File: src/rtl/dps_pkg.sv
package dps_pkg;

    typedef enum logic [1:0] {
        ST_HUNT = 2'd0,
        ST_WORD = 2'd1,
        ST_TAIL = 2'd2
    } dps_state_e;

    localparam logic MODE_JTAG = 1'b0;
    localparam logic MODE_SW   = 1'b1;

endpackage

File: src/rtl/dps_run_cnt.sv
module dps_run_cnt #(
    parameter int RUN_MIN = 51
) (
    input  logic clk_i,
    input  logic rst_ni,
    input  logic one_i,
    output logic sat_o,
    output logic last_o
);
    localparam int CW = $clog2(RUN_MIN + 1);
    localparam logic [CW-1:0] CMAX  = CW'(RUN_MIN);
    localparam logic [CW-1:0] CLAST = CW'(RUN_MIN - 1);

    logic [CW-1:0] cnt_q;

    always_ff @(posedge clk_i or negedge rst_ni) begin
        if (!rst_ni) begin
            cnt_q <= '0;
        end else if (!one_i) begin
            cnt_q <= '0;
        end else if (cnt_q != CMAX) begin
            cnt_q <= cnt_q + 1'b1;
        end
    end

    assign sat_o  = (cnt_q == CMAX);
    assign last_o = (cnt_q == CLAST);

    // saturation holds while ones continue
    p_run_sat_r9: assert property (@(posedge clk_i) disable iff (!rst_ni)
        (cnt_q == CMAX && one_i) |=> (cnt_q == CMAX));

    // counter never passes its ceiling
    p_run_bound_r9: assert property (@(posedge clk_i) disable iff (!rst_ni)
        cnt_q <= CMAX);

endmodule

File: src/rtl/dps_word_shift.sv
module dps_word_shift #(
    parameter int W = 16
) (
    input  logic         clk_i,
    input  logic         rst_ni,
    input  logic         start_i,
    input  logic         shift_i,
    input  logic         bit_i,
    output logic [W-1:0] word_o,
    output logic         last_o
);
    localparam int BW = $clog2(W + 1);
    localparam logic [BW-1:0] BLAST = BW'(W - 1);

    logic [W-2:0]  sh_q;
    logic [BW-1:0] bits_q;

    always_ff @(posedge clk_i or negedge rst_ni) begin
        if (!rst_ni) begin
            sh_q   <= '0;
            bits_q <= '0;
        end else if (start_i) begin
            sh_q   <= {{(W-2){1'b0}}, bit_i};
            bits_q <= BW'(1);
        end else if (shift_i) begin
            sh_q   <= {sh_q[W-3:0], bit_i};
            bits_q <= (bits_q == BLAST) ? '0 : bits_q + 1'b1;
        end
    end

    assign word_o = {sh_q, bit_i};
    assign last_o = (bits_q == BLAST);

    // bit count stays within one word
    p_bits_bound_r2: assert property (@(posedge clk_i) disable iff (!rst_ni)
        bits_q < BW'(W));

endmodule

File: src/rtl/dps_sel_fsm.sv
module dps_sel_fsm
    import dps_pkg::*;
#(
    parameter int         W       = 16,
    parameter logic [W-1:0] TO_SW   = 16'h79E7,
    parameter logic [W-1:0] TO_JTAG = 16'h3CE7
) (
    input  logic         clk_i,
    input  logic         rst_ni,
    input  logic         en_i,
    input  logic         line_i,
    input  logic         run_sat_i,
    input  logic         run_last_i,
    input  logic [W-1:0] word_i,
    input  logic         word_last_i,
    output logic         mode_o,
    output logic         start_o,
    output logic         shift_o,
    output logic         run_one_o
);
    dps_state_e   state_q, state_n;
    logic         mode_q, mode_n;
    logic [W-1:0] target;

    assign target = (mode_q == MODE_SW) ? TO_JTAG : TO_SW;

    always_ff @(posedge clk_i or negedge rst_ni) begin
        if (!rst_ni) begin
            state_q <= ST_HUNT;
            mode_q  <= MODE_JTAG;
        end else begin
            state_q <= state_n;
            mode_q  <= mode_n;
        end
    end

    always_comb begin
        state_n = state_q;
        mode_n  = mode_q;
        if (!en_i) begin
            state_n = ST_HUNT;
        end else begin
            unique case (state_q)
                ST_HUNT: begin
                    if (!line_i && run_sat_i) state_n = ST_WORD;
                end
                ST_WORD: begin
                    if (word_last_i) begin
                        state_n = (word_i == target) ? ST_TAIL : ST_HUNT;
                    end
                end
                ST_TAIL: begin
                    if (!line_i) begin
                        state_n = ST_HUNT;
                    end else if (run_last_i) begin
                        state_n = ST_HUNT;
                        mode_n  = ~mode_q;
                    end
                end
                default: state_n = ST_HUNT;
            endcase
        end
    end

    always_comb begin
        start_o   = 1'b0;
        shift_o   = 1'b0;
        run_one_o = 1'b0;
        unique case (state_q)
            ST_HUNT: begin
                start_o   = en_i && !line_i && run_sat_i;
                run_one_o = en_i && line_i;
            end
            ST_WORD: begin
                shift_o   = en_i;
            end
            ST_TAIL: begin
                run_one_o = en_i && line_i;
            end
            default: ;
        endcase
    end

    assign mode_o = mode_q;

    // mode only moves on a completed trailing run
    p_mode_tail_r6: assert property (@(posedge clk_i) disable iff (!rst_ni)
        !$stable(mode_q) |-> $past(state_q == ST_TAIL && line_i && run_last_i));

    // word capture only after a saturated leading run
    p_word_after_run_r5: assert property (@(posedge clk_i) disable iff (!rst_ni)
        (state_q == ST_WORD && $past(state_q) == ST_HUNT) |-> $past(run_sat_i));

    // trailing run only after the matching word
    p_tail_needs_match_r7: assert property (@(posedge clk_i) disable iff (!rst_ni)
        (state_q == ST_TAIL && $past(state_q) == ST_WORD) |-> $past(word_i == target));

endmodule

File: src/rtl/dps_pin_mux.sv
module dps_pin_mux (
    input  logic sel_sw_i,
    input  logic tdo_i,
    input  logic trace_i,
    output logic trace_en_o,
    output logic pin_o
);
    always_comb begin
        trace_en_o = sel_sw_i;
        pin_o      = sel_sw_i ? trace_i : tdo_i;
    end
endmodule

File: src/rtl/dbg_port_sel.sv
module dbg_port_sel #(
    parameter int RUN_MIN = 51,
    parameter int WORD_W  = 16,
    parameter logic [WORD_W-1:0] TO_SW   = 16'h79E7,
    parameter logic [WORD_W-1:0] TO_JTAG = 16'h3CE7
) (
    input  logic clk_i,
    input  logic rst_ni,
    input  logic line_i,
    input  logic strap_i,
    input  logic tdo_i,
    input  logic trace_i,
    output logic mode_sw_o,
    output logic trace_en_o,
    output logic pin_o
);
    logic              cap_q, strap_q, sel_en;
    logic              run_one, run_sat, run_last;
    logic              start, shift, word_last;
    logic [WORD_W-1:0] word;

    always_ff @(posedge clk_i or negedge rst_ni) begin
        if (!rst_ni) begin
            cap_q   <= 1'b0;
            strap_q <= 1'b0;
        end else if (!cap_q) begin
            cap_q   <= 1'b1;
            strap_q <= strap_i;
        end
    end

    assign sel_en = cap_q ? !strap_q : !strap_i;

    dps_run_cnt #(.RUN_MIN(RUN_MIN)) u_run (
        .clk_i  (clk_i),
        .rst_ni (rst_ni),
        .one_i  (run_one),
        .sat_o  (run_sat),
        .last_o (run_last)
    );

    dps_word_shift #(.W(WORD_W)) u_shift (
        .clk_i   (clk_i),
        .rst_ni  (rst_ni),
        .start_i (start),
        .shift_i (shift),
        .bit_i   (line_i),
        .word_o  (word),
        .last_o  (word_last)
    );

    dps_sel_fsm #(.W(WORD_W), .TO_SW(TO_SW), .TO_JTAG(TO_JTAG)) u_fsm (
        .clk_i       (clk_i),
        .rst_ni      (rst_ni),
        .en_i        (sel_en),
        .line_i      (line_i),
        .run_sat_i   (run_sat),
        .run_last_i  (run_last),
        .word_i      (word),
        .word_last_i (word_last),
        .mode_o      (mode_sw_o),
        .start_o     (start),
        .shift_o     (shift),
        .run_one_o   (run_one)
    );

    dps_pin_mux u_mux (
        .sel_sw_i   (mode_sw_o),
        .tdo_i      (tdo_i),
        .trace_i    (trace_i),
        .trace_en_o (trace_en_o),
        .pin_o      (pin_o)
    );

    // JTAG mode never drives trace onto the pin
    p_jtag_pin_tdo_r4: assert property (@(posedge clk_i) disable iff (!rst_ni)
        !mode_sw_o |-> (pin_o == tdo_i && !trace_en_o));

    // disabled selection keeps JTAG mode
    p_strap_locks_r8: assert property (@(posedge clk_i) disable iff (!rst_ni)
        !sel_en |-> !mode_sw_o);

    // captured strap is frozen until reset
    p_strap_frozen_r8: assert property (@(posedge clk_i) disable iff (!rst_ni)
        cap_q |=> $stable(strap_q));

endmodule

File: config.mk
export PLATFORM = sky130hd
export DESIGN_NAME = dbg_port_sel
export DESIGN_NICKNAME = d
export VERILOG_FILES = /design/src/rtl/dps_pkg.sv /design/src/rtl/dps_run_cnt.sv /design/src/rtl/dps_word_shift.sv /design/src/rtl/dps_sel_fsm.sv /design/src/rtl/dps_pin_mux.sv /design/src/rtl/dbg_port_sel.sv
export SDC_FILE = /design/constraint.sdc
export NUM_CORES = 1
export LEC_CHECK = 0
export CORE_MARGIN = 2
export CORE_UTILIZATION = 52
export CTS_CLUSTER_SIZE = 20
export DETAILED_ROUTE_END_ITERATION = 8
export MAX_ROUTING_LAYER = met4
export PLACE_DENSITY = 0.76
export SYNTH_ARGS = -nofsm -noshare
export SYNTH_HDL_FRONTEND = slang
export SYNTH_SLANG_ARGS = --single-unit
File: constraint.sdc
create_clock -name clk_i -period 1.4 [get_ports clk_i]
set_input_delay 0.14 -clock clk_i [delete_from_list [all_inputs] [get_ports clk_i]]
set_output_delay 0.14 -clock clk_i [all_outputs]
set_load 0.05 [all_outputs]
==> summary.md <==
The run finished, with violations left. The checks that failed: setup timing. The area of the multi-input gates came out at 806 um2. The utilization after layout is 0.770. The tools report the clock tree skew after final layout as 0.00523 ns. The largest net degree at the start of global routing is 32, and the number of buffers inserted by port buffering is 8. The switching share of power was 0.224. Final worst setup slack: -0.269 ns.

The antenna violation net count after detailed routing is 0. The effective utilization at floorplan was 0.543. The largest single stage delay on the critical path is 0.39 ns.

Sequential area share after synthesis: 0.518. Counting I/O delays and the setup requirement, the final critical path takes 1.67 ns. The sequential fraction of design power is 0.509. After detailed routing, the number of remaining DRC violations is 0. STA classifies the critical path startpoint as a flip-flop.

The number of cells traversed by the worst register-to-register path was 7; the area added between synthesis and finish was 41.8%. The post-detailed-route wirelength per cell came out at 17.3 um. For the area enclosed by the die boundary, the log shows 3330 um2. The number of pins exceeding their max-slew limit in the final report came out at 0. The count of different cell masters after synthesis came out at 42.

Cell type with the highest occurrence count on the critical path: buf_6. The tools report the portion of total power attributed to combinational logic as 0.077. The tools report the number of maximum-capacitance violations as 0. TritonCTS built the clock tree. In this run, CTS created clock tree buffers numbering 5.

Most frequent standard cell in the layout excluding fill and tap cells: dfrtp_1. The tools report the cts-stage hold buffer count as 0. The required time of the worst setup path was 1.65 ns. The clock transition at the register clock pins on the worst setup and hold paths after CTS was 0.10 ns. The arrival time at the worst endpoint is 1.92 ns. The average vias per placed instance is 5.86, and the via count of the first global-routing pass is 1219.

The logs give 0.236 for the global-route usage over all layers and 4 for the length of the first detailed-routing pass in iterations. The setup total negative slack was -3.76 ns. The total length of routed wires came out at 3820 um.

The placer congestion estimate was 0.844. No sink is reached through more buffers than the 2 on the longest clock path. Across the whole layout, storage elements account for 777 um2.

The floorplan step set the die width to 57.7 um. The run gives 0.977 nW as the static power due to leakage. The sum of net half-perimeters after detailed placement is 2030 um.

In the synthesized netlist the dominant register cell turns out to be dfrtp_1. In this run the worst hold path is classified as in2async. The gate count of the mapped netlist was 150; the fraction of layout instances using a drive strength above 1 was 0.416. Timing analysis after detailed placement gives a worst setup slack of -0.331 ns. The H-tree was split into 2 levels.

The worst slew slack as a fraction of its limit was 0.652. The signal on the critical path passes through mux2_4 > buf_6 > nor3_4 > buf_4 > buf_6 > nand2_1 > a21oi_1. Setup violations remaining at the end of the flow were counted as 23. The first global-routing pass estimated 5660 um of wire. The actual transition at the worst max-transition pin was 0.509 ns; the remaining global-route overflow was 0. The internal power contribution is 1.40 mW. The repair_antennas step left the layout with diodes totalling 0. The clock insertion delay at the later pin of the skew report was 0.34 ns. Along the worst path, the maximum fanout reaches 7. The slowest stage of the critical path is the dfrtp_1 cell. IR analysis of the VDD net gives a maximum drop of 0.00101 V.

The analysis attributes to net switching a power of 402 uW. The synthesis-stage register bit count is 31. The clock drives 31 sinks. In this run, the number of DRC markers left after iteration 0 of detailed routing was 99.

The number of placed I/O pins is 9. The share of synthesized flip-flops with an asynchronous set or reset works out to 1.00. The tools report the kind of end point of the critical path as a flip-flop.

In the layout the commonest cells are 30 x dfrtp_1, 27 x nand2_1, 23 x buf_4. The clock network power share is 0.414, and the average instance area after synthesis is 9.98 um2. The root buffer cell chosen for the clock tree is clkbuf_4. After floorplanning, the core was sized to cover 2760 um2. Yosys printed 0 warnings.

The initialized floorplan defines 19 standard-cell rows. For the fmax, the log shows 599 MHz. Worst setup path category: reg2reg. Measured along the y axis, the die boundary spans 57.7 um.

The share of the cycle needed by the critical path after routing works out to 1.19. The number of antenna violations at the first check in global routing is 0. The number of nets in the synthesized netlist is 159.

The logs give 0 for the number of hold violations in the final report and 1296 for the detailed-route via count. The filler cells instantiated in the layout total 174. The count of flip-flops with a built-in enable after synthesis was 0. Setup repair after global routing could not meet its margin everywhere. The run gives 1500 um2 as the combined area of all synthesized cells.

Power per standard cell area: 847 nW/um2. For this run, the post-layout net count is 198.
## worst max-delay path: cells and delay by family, from the launching register on
kind | cells | cell delay, ns
AO/OA/AOI/OAI | 1 | 0.19
flip-flops | 1 | 0.39
buffers and inverters | 3 | 0.44
AND/OR/NAND/NOR | 2 | 0.24
multiplexers | 1 | 0.32
## sequential cells by signal (all words and copies together), names as in the netlist
signal / cells
u_fsm.mode_o: 1
u_run.cnt_q: 6
u_shift.bits_q: 5
u_fsm.state_q: 2
cap_q: 1
strap_q: 1
u_shift.sh_q: 15
## repair_timing
| item | in CTS | in global routing |
|---|---|---|
| pin swaps | 18 | 12 |
| cloned | 1 | 0 |
| gates resized for setup | 30 | 19 |
| endpoints found under the setup margin | 24 | 27 |
| setup buffers | 3 | 2 |
## cell families (layout without fill, tap and decap cells)
group / Yosys count / after routing / share of synthesized area
buffers and inverters: 9 / 49 / 0.0418
AO/OA/AOI/OAI: 25 / 25 / 0.103
adder cells (fa/ha/maj): 3 / 3 / 0.0251
other: 1 / 1 / 0.00250
XOR/XNOR: 6 / 6 / 0.0351
AND/OR/NAND/NOR: 73 / 73 / 0.257
flip-flops: 31 / 31 / 0.518
multiplexers: 2 / 2 / 0.0175
## final cells by class
class                      count  share of cell area
timing repair buffer          38               0.190
tap                           31              0.0183
inverter                       3             0.00530
clock inverter                 2              0.0165
multi-input combinational    110               0.379
sequential                    31               0.366
clock buffer                   6              0.0242
## per-stage QoR
stage | hold slack [ns] | instances | area, um2 | power [mW]
floorplan | -0.156 | 150 | 1500 | 0.969
global placement | 0.512 | 207 | 1790 | 1.03
detailed placement | 0.527 | 207 | 1790 | 1.04
CTS | 0.201 | 219 | 2030 | 1.78
global route | 0.232 | 221 | 2120 | 1.86
finish | 0.182 | 221 | 2120 | 1.80
## Yosys cell counts, types with 2 or more instances
cell / number / area share
ha_1: 3 / 0.025
dfrtp_1: 31 / 0.52
o21ai_0: 3 / 0.010
nor2_1: 11 / 0.028
buf_6: 3 / 0.023
nand3_1: 5 / 0.017
nor4bb_1: 2 / 0.013
a21oi_1: 15 / 0.050
a211oi_1: 2 / 0.010
xor2_1: 2 / 0.012
nand2_1: 36 / 0.090
xnor2_1: 4 / 0.023
buf_2: 2 / 0.0067
inv_1: 3 / 0.0075
## final timing paths
check | slack [ns] | endpoint | startpoint
max reg2reg | -0.27 | u_shift.sh_q[11] | cap_q
min in group clk_i | 0.55 | u_run.cnt_q[5] | u_run.cnt_q[5]
min | 0.18 | u_run.cnt_q[3] | rst_ni
max in group asynchronous | 0.92 | u_fsm.mode_o | rst_ni
max | -0.27 | u_shift.sh_q[11] | cap_q
min reg2reg | 0.55 | u_run.cnt_q[5] | u_run.cnt_q[5]
## power by group through the flow
| stage | logic [mW] | clock network (mW) | registers (mW) |
|---|---|---|---|
| final | 0.139 | 0.744 | 0.915 |
| after global routing | 0.150 | 0.796 | 0.917 |
| after CTS | 0.121 | 0.749 | 0.913 |
| after detailed placement | 0.106 | 0 | 0.931 |
| after global placement | 0.101 | 0 | 0.930 |
| after floorplan | 0.0378 | 0 | 0.931 |
## layer usage
| layer | GRT usage | wire length [um] | part of all wire | up-vias |
|---|---|---|---|---|
| met5 | - | 0 | 0 | - |
| met4 | 0.106 | 137 | 0.036 | 0 |
| met3 | 0.0491 | 241 | 0.063 | 15 |
| met2 | 0.377 | 1960 | 0.51 | 52 |
| met1 | 0.288 | 1480 | 0.39 | 634 |
| li1 | - | - | - | 595 |
No activity file was read; power rests on OpenSTA's default activity.
